## src/rtl/dcq_pkg.sv

```systemverilog
package dcq_pkg;
  localparam int LANES  = 3;
  localparam int CLS_W  = 2;
  localparam int QDEPTH = 8;
  localparam int PTR_W  = $clog2(QDEPTH);
  localparam int CNT_W  = PTR_W + 1;
  localparam int NQ     = 2;
  localparam int QMEM   = 0;
  localparam int QARITH = 1;

  typedef enum logic [CLS_W-1:0] {
    CLS_INT   = 2'd0,
    CLS_LOAD  = 2'd1,
    CLS_STORE = 2'd2,
    CLS_FP    = 2'd3
  } opClass_t;

  typedef struct packed {
    logic [LANES-1:0]            wrEn;
    logic [LANES-1:0][PTR_W-1:0] wrIdx;
    logic [PTR_W-1:0]            rdIdx;
  } qStrobe_t;

  typedef struct packed {
    qStrobe_t [NQ-1:0] q;
  } dpCtrl_t;

  function automatic logic isMemClass(input logic [CLS_W-1:0] c);
    return (c == CLS_LOAD) || (c == CLS_STORE);
  endfunction
endpackage

```

## src/rtl/dcq_ctrl.sv

```systemverilog
module dcq_ctrl
  import dcq_pkg::*;
(
  input  logic                        clk,
  input  logic                        rstN,
  input  logic                        flush,
  input  logic                        inValid,
  input  logic [LANES-1:0]            laneValid,
  input  logic [LANES*CLS_W-1:0]      laneCls,
  input  logic [NQ-1:0]               outReady,
  output logic [NQ-1:0]               outValid,
  output logic                        inReady,
  output dpCtrl_t                     strobe,
  output logic [NQ-1:0][CNT_W-1:0]    qCount
);
  logic [LANES-1:0][NQ-1:0]            laneSel;
  logic [NQ-1:0][LANES-1:0][PTR_W-1:0] laneOffs;
  logic [NQ-1:0][CNT_W-1:0]            need;
  logic [NQ-1:0]                       room;
  logic [NQ-1:0][PTR_W-1:0]            wrPtr;
  logic [NQ-1:0][PTR_W-1:0]            rdPtr;
  logic [NQ-1:0][CNT_W-1:0]            cnt;
  logic [NQ-1:0][CNT_W-1:0]            pushN;
  logic [NQ-1:0]                       pop;
  logic                                accept;

  // lane steering by class
  always_comb begin
    for (int i = 0; i < LANES; i++) begin
      laneSel[i][QMEM]   = laneValid[i] &  isMemClass(laneCls[i*CLS_W +: CLS_W]);
      laneSel[i][QARITH] = laneValid[i] & ~isMemClass(laneCls[i*CLS_W +: CLS_W]);
    end
  end

  // per-queue compaction offsets and room test
  always_comb begin
    logic [CNT_W-1:0] run;
    for (int q = 0; q < NQ; q++) begin
      run = '0;
      for (int i = 0; i < LANES; i++) begin
        laneOffs[q][i] = run[PTR_W-1:0];
        run = run + CNT_W'(laneSel[i][q]);
      end
      need[q] = run;
      room[q] = ({1'b0, cnt[q]} + {1'b0, run}) <= (CNT_W+1)'(QDEPTH);
    end
  end

  assign inReady = (&room) & ~flush;
  assign accept  = inValid & inReady;

  always_comb begin
    for (int q = 0; q < NQ; q++) begin
      outValid[q]         = cnt[q] != '0;
      pop[q]              = outValid[q] & outReady[q] & ~flush;
      pushN[q]            = accept ? need[q] : '0;
      strobe.q[q].rdIdx   = rdPtr[q];
      for (int i = 0; i < LANES; i++) begin
        strobe.q[q].wrEn[i]  = accept & laneSel[i][q];
        strobe.q[q].wrIdx[i] = wrPtr[q] + laneOffs[q][i];
      end
    end
  end

  always_ff @(posedge clk or negedge rstN) begin
    if (!rstN) begin
      wrPtr <= '0;
      rdPtr <= '0;
      cnt   <= '0;
    end else if (flush) begin
      wrPtr <= '0;
      rdPtr <= '0;
      cnt   <= '0;
    end else begin
      for (int q = 0; q < NQ; q++) begin
        wrPtr[q] <= wrPtr[q] + pushN[q][PTR_W-1:0];
        rdPtr[q] <= rdPtr[q] + PTR_W'(pop[q]);
        cnt[q]   <= cnt[q] + pushN[q] - CNT_W'(pop[q]);
      end
    end
  end

  assign qCount = cnt;
endmodule

```

## src/rtl/dcq_datapath.sv

```systemverilog
module dcq_datapath
  import dcq_pkg::*;
#(
  parameter int SEQ_W  = 8,
  parameter int DATA_W = 16
) (
  input  logic                      clk,
  input  dpCtrl_t                   strobe,
  input  logic [LANES*CLS_W-1:0]    laneCls,
  input  logic [LANES*SEQ_W-1:0]    laneSeq,
  input  logic [LANES*DATA_W-1:0]   laneData,
  output logic [NQ-1:0][CLS_W-1:0]  outCls,
  output logic [NQ-1:0][SEQ_W-1:0]  outSeq,
  output logic [NQ-1:0][DATA_W-1:0] outData
);
  localparam int ENT_W = CLS_W + SEQ_W + DATA_W;

  logic [LANES-1:0][ENT_W-1:0] laneEnt;

  always_comb begin
    for (int i = 0; i < LANES; i++) begin
      laneEnt[i] = {laneCls[i*CLS_W +: CLS_W],
                    laneSeq[i*SEQ_W +: SEQ_W],
                    laneData[i*DATA_W +: DATA_W]};
    end
  end

  for (genvar q = 0; q < NQ; q++) begin : g_q
    logic [ENT_W-1:0] store [QDEPTH];
    logic [ENT_W-1:0] head;

    always_ff @(posedge clk) begin
      for (int i = 0; i < LANES; i++) begin
        if (strobe.q[q].wrEn[i]) store[strobe.q[q].wrIdx[i]] <= laneEnt[i];
      end
    end

    assign head       = store[strobe.q[q].rdIdx];
    assign outCls[q]  = head[ENT_W-1 -: CLS_W];
    assign outSeq[q]  = head[DATA_W +: SEQ_W];
    assign outData[q] = head[DATA_W-1:0];
  end
endmodule

```

## src/rtl/dcq_top.sv

```systemverilog
module dcq_top
  import dcq_pkg::*;
#(
  parameter int SEQ_W  = 8,
  parameter int DATA_W = 16
) (
  input  logic                    clk,
  input  logic                    rstN,
  input  logic                    flush,
  input  logic                    inValid,
  input  logic [LANES-1:0]        laneValid,
  input  logic [LANES*CLS_W-1:0]  laneCls,
  input  logic [LANES*SEQ_W-1:0]  laneSeq,
  input  logic [LANES*DATA_W-1:0] laneData,
  output logic                    inReady,
  output logic                    memValid,
  input  logic                    memReady,
  output logic [CLS_W-1:0]        memCls,
  output logic [SEQ_W-1:0]        memSeq,
  output logic [DATA_W-1:0]       memData,
  output logic                    arValid,
  input  logic                    arReady,
  output logic [CLS_W-1:0]        arCls,
  output logic [SEQ_W-1:0]        arSeq,
  output logic [DATA_W-1:0]       arData
);
  dpCtrl_t                   strobe;
  logic [NQ-1:0]             outValid;
  logic [NQ-1:0][CNT_W-1:0]  qCount;
  logic [NQ-1:0][CLS_W-1:0]  outCls;
  logic [NQ-1:0][SEQ_W-1:0]  outSeq;
  logic [NQ-1:0][DATA_W-1:0] outData;

  dcq_ctrl ctrl_i (
    .clk      (clk),
    .rstN     (rstN),
    .flush    (flush),
    .inValid  (inValid),
    .laneValid(laneValid),
    .laneCls  (laneCls),
    .outReady ({arReady, memReady}),
    .outValid (outValid),
    .inReady  (inReady),
    .strobe   (strobe),
    .qCount   (qCount)
  );

  dcq_datapath #(.SEQ_W(SEQ_W), .DATA_W(DATA_W)) dp_i (
    .clk     (clk),
    .strobe  (strobe),
    .laneCls (laneCls),
    .laneSeq (laneSeq),
    .laneData(laneData),
    .outCls  (outCls),
    .outSeq  (outSeq),
    .outData (outData)
  );

  assign memValid = outValid[QMEM];
  assign memCls   = outCls[QMEM];
  assign memSeq   = outSeq[QMEM];
  assign memData  = outData[QMEM];
  assign arValid  = outValid[QARITH];
  assign arCls    = outCls[QARITH];
  assign arSeq    = outSeq[QARITH];
  assign arData   = outData[QARITH];
endmodule

```

## config.mk

```make
export PLATFORM = sky130hd
export DESIGN_NAME = dcq_top
export DESIGN_NICKNAME = d
export VERILOG_FILES = /design/src/rtl/dcq_pkg.sv /design/src/rtl/dcq_ctrl.sv /design/src/rtl/dcq_datapath.sv /design/src/rtl/dcq_top.sv
export SDC_FILE = /design/constraint.sdc
export NUM_CORES = 1
export LEC_CHECK = 0
export BUFFER_PORTS_ARGS = -buffer_cell sky130_fd_sc_hd__buf_2
export CAP_MARGIN = 20
export CELL_PAD_IN_SITES_DETAIL_PLACEMENT = 1
export CELL_PAD_IN_SITES_GLOBAL_PLACEMENT = 2
export CORE_MARGIN = 4
export CORE_UTILIZATION = 45
export DETAILED_ROUTE_END_ITERATION = 8
export GPL_TIMING_DRIVEN = 0
export PLACE_DENSITY_LB_ADDON = 0.08
export SETUP_SLACK_MARGIN = 0.1
export SYNTH_ARGS = -nofsm -noshare
export SYNTH_HDL_FRONTEND = slang
export SYNTH_SLANG_ARGS = --single-unit
export TNS_END_PERCENT = 20
```

## constraint.sdc

```tcl
create_clock -name clk -period 10.2 [get_ports clk]
set_input_delay 2.04 -clock clk [delete_from_list [all_inputs] [get_ports clk]]
set_output_delay 2.04 -clock clk [all_outputs]
set_load 0.01 [all_outputs]
```

==> impl_metrics.env, run 1 <==
export IMPL_status="finished clean"
export IMPL_grt_overflow_total=0
export IMPL_via_per_inst=6.77
export IMPL_r2r_slack_ns=4.94
export IMPL_drtPass1Iterations=6
export IMPL_crit_path_end="inReady"
export IMPL_initialDrtViolationCount=3708
export IMPL_placed_cell_area_sq_mm=0.0315
export IMPL_final_cell_area_sq_mm=0.0333
export IMPL_drv_cap=0
export IMPL_fp_dieH_um=263
export IMPL_total_leakage_power_nw=12.4
export IMPL_ys_ff_latch=436
export IMPL_critPathMaxFanout=13
export IMPL_path_clk_slew_ns=0.06
export IMPL_insertion_delay_ns=0.64
export IMPL_synth_top_area_cell="edfxtp_1"
export IMPL_final_min_clock_period_ns=9.03
export IMPL_start_kind="input pin"
export IMPL_cts_htree_levels=2
export IMPL_initial_core_util=0.453
export IMPL_rsz0062_at_grt="false"
export IMPL_nFillCells=7094
export IMPL_post_cts_buffers=0
export IMPL_setup_viol=0
export IMPL_yosys_warnings=0
export IMPL_rr_startpoint="ctrl_i.qCount[0]$_DFF_PN0_"
export IMPL_wl_per_cell_um=35.0
export IMPL_yosysSeqAreaShare=0.446
export IMPL_finalCritPeriodShare=0.886
export IMPL_grt_pass1_wl_mm=195
export IMPL_die_w_um=263
export IMPL_hold_viol=0
export IMPL_row_count=93
export IMPL_r2r_end="dp_i.g_q[1].store[2][10]$_DFFE_PP_"
export IMPL_finalWorstSetupSlack_ns=1.17
export IMPL_place_congestion=0.999
export IMPL_synth_ff_type="edfxtp_1"
export IMPL_hp_class="flop to flop"
export IMPL_grt_max_degree=21
export IMPL_final_layout_size_suffix_gt1_frac=0.175
export IMPL_clock_sinks=436
export IMPL_root_buffer="clkbuf_16"
export IMPL_fmax_mhz=111
export IMPL_via_count=26700
export IMPL_tightestPinTransition_ns=1.12
export IMPL_tritoncts="built"
export IMPL_antenna_found_initial=6
export IMPL_crit_path_end_kind="output pin"
export IMPL_synth_top_cell_area_share=0.428
export IMPL_ff2ff_path_depth=11
export IMPL_holdWs_ns=0.647
export IMPL_crit_type="input pin to output pin"
export IMPL_ys_async_sr_fraction=0.0459
export IMPL_synthTopCellsByArea="edfxtp_1, mux4_2, mux2i_1"
export IMPL_grt_pass1_vias=27500
export IMPL_port_buffers=135
export IMPL_maxSlewViolCount=0
export IMPL_arrival_ns=6.99
export IMPL_postLayoutCoreUtil=0.517
export IMPL_finalClockSkew_ns=0.0134
export IMPL_ant_nets=0
export IMPL_cts_hold_buf=0
export IMPL_power_density_mw_per_mm2=170
export IMPL_area_growth_pct=14.2
export IMPL_peakVddDrop_mv=0.131
export IMPL_synth_edff_count=416
export IMPL_slew_headroom=0.249
export IMPL_synth_cell_type_count=67
export IMPL_cp_startpoint="laneCls[4]"
export IMPL_die_area_sq_mm=0.0689
export IMPL_pin_count=142
export IMPL_synth_area_per_cell_sq_um=10.4
export IMPL_clockBufferDepth=3
export IMPL_cts_buffers=52
export IMPL_final_cells=3947
export IMPL_ctsResizeCount=0
export IMPL_netlist_area_sq_mm=0.0292
export IMPL_synth_fp_nets=2940
export IMPL_dp_cells=3839
export IMPL_synthCells=2807
export IMPL_nets=3179
export IMPL_drc=0
export IMPL_drt_total_wl_mm=138
export IMPL_dp_hpwl_mm=106
export IMPL_required_ns=8.16
export IMPL_core_sq_mm=0.0643
export IMPL_pre_cts_slack_ns=1.32
export IMPL_grt_usage=0.387
## sequential cells by signal, summed over array words and instances (netlist names)
name            count
ctrl_i.strobe       6
dp_i.g_q.store    416
ctrl_i.qCount       8
ctrl_i.wrPtr        6
## layout make-up
cell class	count	area [sq um]	share of cell area
Antenna cell	6	15.0	0.000451
Clock buffer	65	1400	0.0421
Tap cell	855	1070	0.0321
Multi-Input combinational cell	1987	14700	0.442
Buffer	350	1440	0.0433
Sequential cell	436	13000	0.390
Clock inverter	29	251	0.00755
Timing Repair Buffer	185	1270	0.0383
Inverter	34	128	0.00383
## cell families (layout without fill, tap and decap cells)
kind of cell | after synthesis | in the layout | synth area share
flops | 436 | 436 | 0.446
compound gates | 672 | 672 | 0.136
other cells | 0 | 6 | 0
simple gates | 854 | 854 | 0.149
xor+xnor | 25 | 25 | 0.00777
mux | 390 | 390 | 0.185
fa+ha+maj | 46 | 46 | 0.0223
buf+inv | 384 | 663 | 0.0538
## how the worst min path moves through the flow
| stage | startpoint | to | cells past startpoint |
|---|---|---|---|
| after CTS | ctrl_i.strobe[15]$_DFF_PN0_ | ctrl_i.strobe[15]$_DFF_PN0_ | 2 |
| after global placement | ctrl_i.strobe[16]$_DFF_PN0_ | ctrl_i.strobe[16]$_DFF_PN0_ | 2 |
| final | ctrl_i.strobe[15]$_DFF_PN0_ | ctrl_i.strobe[15]$_DFF_PN0_ | 2 |
| after detailed placement | ctrl_i.strobe[15]$_DFF_PN0_ | ctrl_i.strobe[15]$_DFF_PN0_ | 2 |
| after floorplan | ctrl_i.strobe[16]$_DFF_PN0_ | ctrl_i.strobe[16]$_DFF_PN0_ | 2 |
| after global routing | ctrl_i.strobe[0]$_DFF_PN0_ | ctrl_i.strobe[0]$_DFF_PN0_ | 2 |
## Yosys cell counts (38+ instances only)
cell type and number:
a211oi_1 50, a21oi_1 294, and2_1 98, clkbuf_1 280, edfxtp_1 416, mux2_2 79, mux2i_1 184, mux4_2 104
nand3_1 84, nand4_1 115, nor2_1 355, nor2b_1 38, nor3_1 59, o21ai_0 202, o22a_1 100
## cells in the final DEF (no fill, tap or decap), drive strengths merged, types with 20 or more instances in the layout
cell type  instances
a211oi            51
a21oi            295
and2             100
buf              255
clkbuf           345
clkinv            23
dfrtp             20
edfxtp           416
ha                36
inv               36
mux2             102
mux2i            184
mux4             104
nand2b            28
nand3             85
nand4            116
nor2             357
nor2b             38
nor3              59
o21ai            202
o22a             100
## metal layers
metal / share of wire / vias up / track usage
li1: - / 11000 / -
met1: 0.39 / 13600 / 0.516
met2: 0.45 / 1641 / 0.602
met3: 0.098 / 410 / 0.0776
met4: 0.062 / 6 / 0.201
met5: 0.00022 / - / 0
## stage by stage
| stage | power [mW] | setup TNS [ns] |
|---|---|---|
| 6_report | 5.65 | 0 |
| 5_1_grt | 5.80 | 0 |
| 3_5_place_dp | 3.72 | 0 |
| 3_3_place_gp | 3.64 | -372.10 |
| 4_1_cts | 5.57 | 0 |
| 2_1_floorplan | 3.04 | 0 |
## critical path, stage by stage
cell,delay (ns)
buf_2,0.30
xor2_1,0.50
nand2_1,0.22
fa_1,0.55
inv_1,0.06
ha_1,0.22
inv_1,0.09
fa_1,0.44
nor4bb_1,0.16
nor2_1,0.25
and3_1,0.34
buf_2,0.26
clkbuf_1,0.76
nor2_2,0.14
buf_4,0.28
and3_1,0.21
buf_2,0.13
## where the power goes
part | internal (mW) | leakage [nW] | switching, mW
logic | 0.563 | 7.53 | 1.13
clock network | 1.05 | 0.814 | 0.834
registers | 2.04 | 4.02 | 0.0334
(Power assumes the default switching activity.)
==> run 2, diff against run 1 <==
- CORE_UTILIZATION: 45 -> 38
- clock period: 10.2 -> 7.5 ns (I/O delays scaled with it)
==> impl_metrics.env, run 2 (synthesis gave the netlist of run 1 again) <==
export IMPL_hold_depth=2
export IMPL_holdWs_ns=0.635
export IMPL_setup_viol=0
export IMPL_rsz0062_at_grt="false"
export IMPL_final_cell_mix="edfxtp_1, nor2_1, a21oi_1"
export IMPL_grt_overflow_total=0
export IMPL_via_count=26500
export IMPL_dr_wl_met3_mm=11.9
export IMPL_final_common_cell="edfxtp_1"
export IMPL_peakVddDrop_mv=0.150
export IMPL_drv_cap=0
export IMPL_clock_sinks=436
export IMPL_r2r_slack_ns=2.38
export IMPL_drt_total_wl_mm=141
export IMPL_fp_dieH_um=285
export IMPL_grt_max_degree=21
export IMPL_slew_headroom=0.152
export IMPL_tightestPinTransition_ns=1.26
export IMPL_status="finished clean"
export IMPL_die_area_sq_mm=0.0812
export IMPL_cp_slowest_cell="fa_1"
export IMPL_drc=0
export IMPL_finalCritPeriodShare=0.955
export IMPL_ant_nets=0
export IMPL_tritoncts="built"
export IMPL_start_kind="input pin"
export IMPL_grt_usage=0.338
export IMPL_pre_cts_slack_ns=-0.444
export IMPL_max_stage_delay_ns=0.55
export IMPL_path_clk_slew_ns=0.06
export IMPL_drt_met1_wl_mm=56.7
export IMPL_dr_wl_met2_mm=64.3
export IMPL_fmax_mhz=140
export IMPL_cpLargestDelayFamily="buffers and inverters"
export IMPL_hold_viol=0
export IMPL_hp_start="ctrl_i.strobe[0]$_DFF_PN0_"
export IMPL_r2r_end="dp_i.g_q[1].store[0][10]$_DFFE_PP_"
export IMPL_crit_buf_inv=7
export IMPL_finalClockSkew_ns=0.0314
export IMPL_place_congestion=0.988
export IMPL_root_buffer="clkbuf_16"
export IMPL_largest_reg_flops=416
export IMPL_maxSlewViolCount=0
export IMPL_crit_path_end_kind="output pin"
export IMPL_antenna_found_initial=5
export IMPL_grt_pass1_wl_mm=198
export IMPL_finalWorstSetupSlack_ns=0.335
export IMPL_area_growth_pct=15.2
export IMPL_initialDrtViolationCount=3101
export IMPL_rr_startpoint="ctrl_i.qCount[0]$_DFF_PN0_"
export IMPL_insertion_delay_ns=0.65
export IMPL_drtPass1Iterations=5
export IMPL_total_leakage_power_nw=12.4
export IMPL_power_density_mw_per_mm2=231
export IMPL_hp_class="flop to flop"
export IMPL_via_per_inst=6.44
export IMPL_grt_pass1_vias=27400
export IMPL_crit_type="input pin to output pin"
export IMPL_die_w_um=285
export IMPL_clockBufferDepth=3
export IMPL_final_min_clock_period_ns=7.16
export IMPL_arrival_ns=5.66
export IMPL_crit_chain="clkbuf_4 > xnor2_2 > nand2_1 > fa_1 > inv_1 > ha_1 > inv_1 > fa_1 > or4b_1 > o31ai_1 > a21oi_1 > clkbuf_2 > buf_4 > nor2_2 > buf_6 > and3_1 > buf_2"
export IMPL_core_sq_mm=0.0759
export IMPL_port_buffers=135
export IMPL_min_to="ctrl_i.strobe[0]$_DFF_PN0_"
export IMPL_cts_htree_levels=2
export IMPL_ff2ff_path_depth=13
export IMPL_cts_buffers=54
export IMPL_critPathMaxFanout=10
export IMPL_nets=3178
export IMPL_final_layout_size_suffix_gt1_frac=0.178
export IMPL_nFillCells=8429
export IMPL_required_ns=6.00
export IMPL_pin_count=142
export IMPL_dp_hpwl_mm=109
export IMPL_row_count=101
export IMPL_initial_core_util=0.384
export IMPL_top_layer="met5"
export IMPL_wl_per_cell_um=34.3
run 2: worst max-delay path by stage:
stage	start	endpoint	slack (ns)	cells after the start
after floorplan	laneCls[3]	dp_i.g_q[0].store[4][0]$_DFFE_PP_	-0.82	17
after global placement	laneCls[4]	dp_i.g_q[0].store[4][11]$_DFFE_PP_	-5.24	14
after detailed placement	laneCls[0]	dp_i.g_q[1].store[2][10]$_DFFE_PP_	-0.44	18
after CTS	laneCls[0]	inReady	0.11	17
after global routing	laneCls[5]	inReady	0.15	17
final	laneCls[4]	inReady	0.34	17
run 2: power by group:
group          internal, mW  switching [mW]  leakage [nW]
combinational         0.769            1.53          7.54
clock                  1.49            1.16         0.849
sequential             2.77          0.0440          4.02
run 2: metal layers:
metal | track usage | up-vias
met5 | 0 | -
met4 | 0.167 | 4
met3 | 0.0612 | 393
met2 | 0.540 | 1592
met1 | 0.445 | 13500
li1 | - | 11000
run 2: repair_timing:
item | 4_1_cts | 5_1_grt
gates resized for setup | 6 | 8
hold buffers | 0 | 0
endpoints found under the setup margin | 1 | 1
setup buffers | 0 | 0
run 2: tightest hold or removal path, delay by kind of cell (launching register included):
kind / cells / cell delay (ns)
fa+ha+maj: 1 / 0.13
simple gates: 1 / 0.11
flops: 1 / 0.35
run 2: area by class of cell:
class	instances	area (sq um)	area share
Sequential cell	436	13000	0.387
Inverter	34	128	0.00380
Clock inverter	38	335	0.00998
Clock buffer	63	1390	0.0412
Buffer	350	1460	0.0434
Tap cell	1030	1290	0.0384
Antenna cell	2	5.00	0.000149
Timing Repair Buffer	182	1250	0.0373
Multi-Input combinational cell	1987	14800	0.439
run 2: stage by stage:
step	TNS (ns)	utilization	area (sq um)	total power [mW]	std cells
6_report	0	0.442	33600	7.76	4122
5_1_grt	0	0.442	33600	8.01	4120
4_1_cts	0	0.441	33500	7.72	4115
3_5_place_dp	-22.59	0.418	31800	5.08	4014
3_3_place_gp	-1064.42	0.410	31100	4.99	3972
2_1_floorplan	-93.40	-	29200	4.14	2807
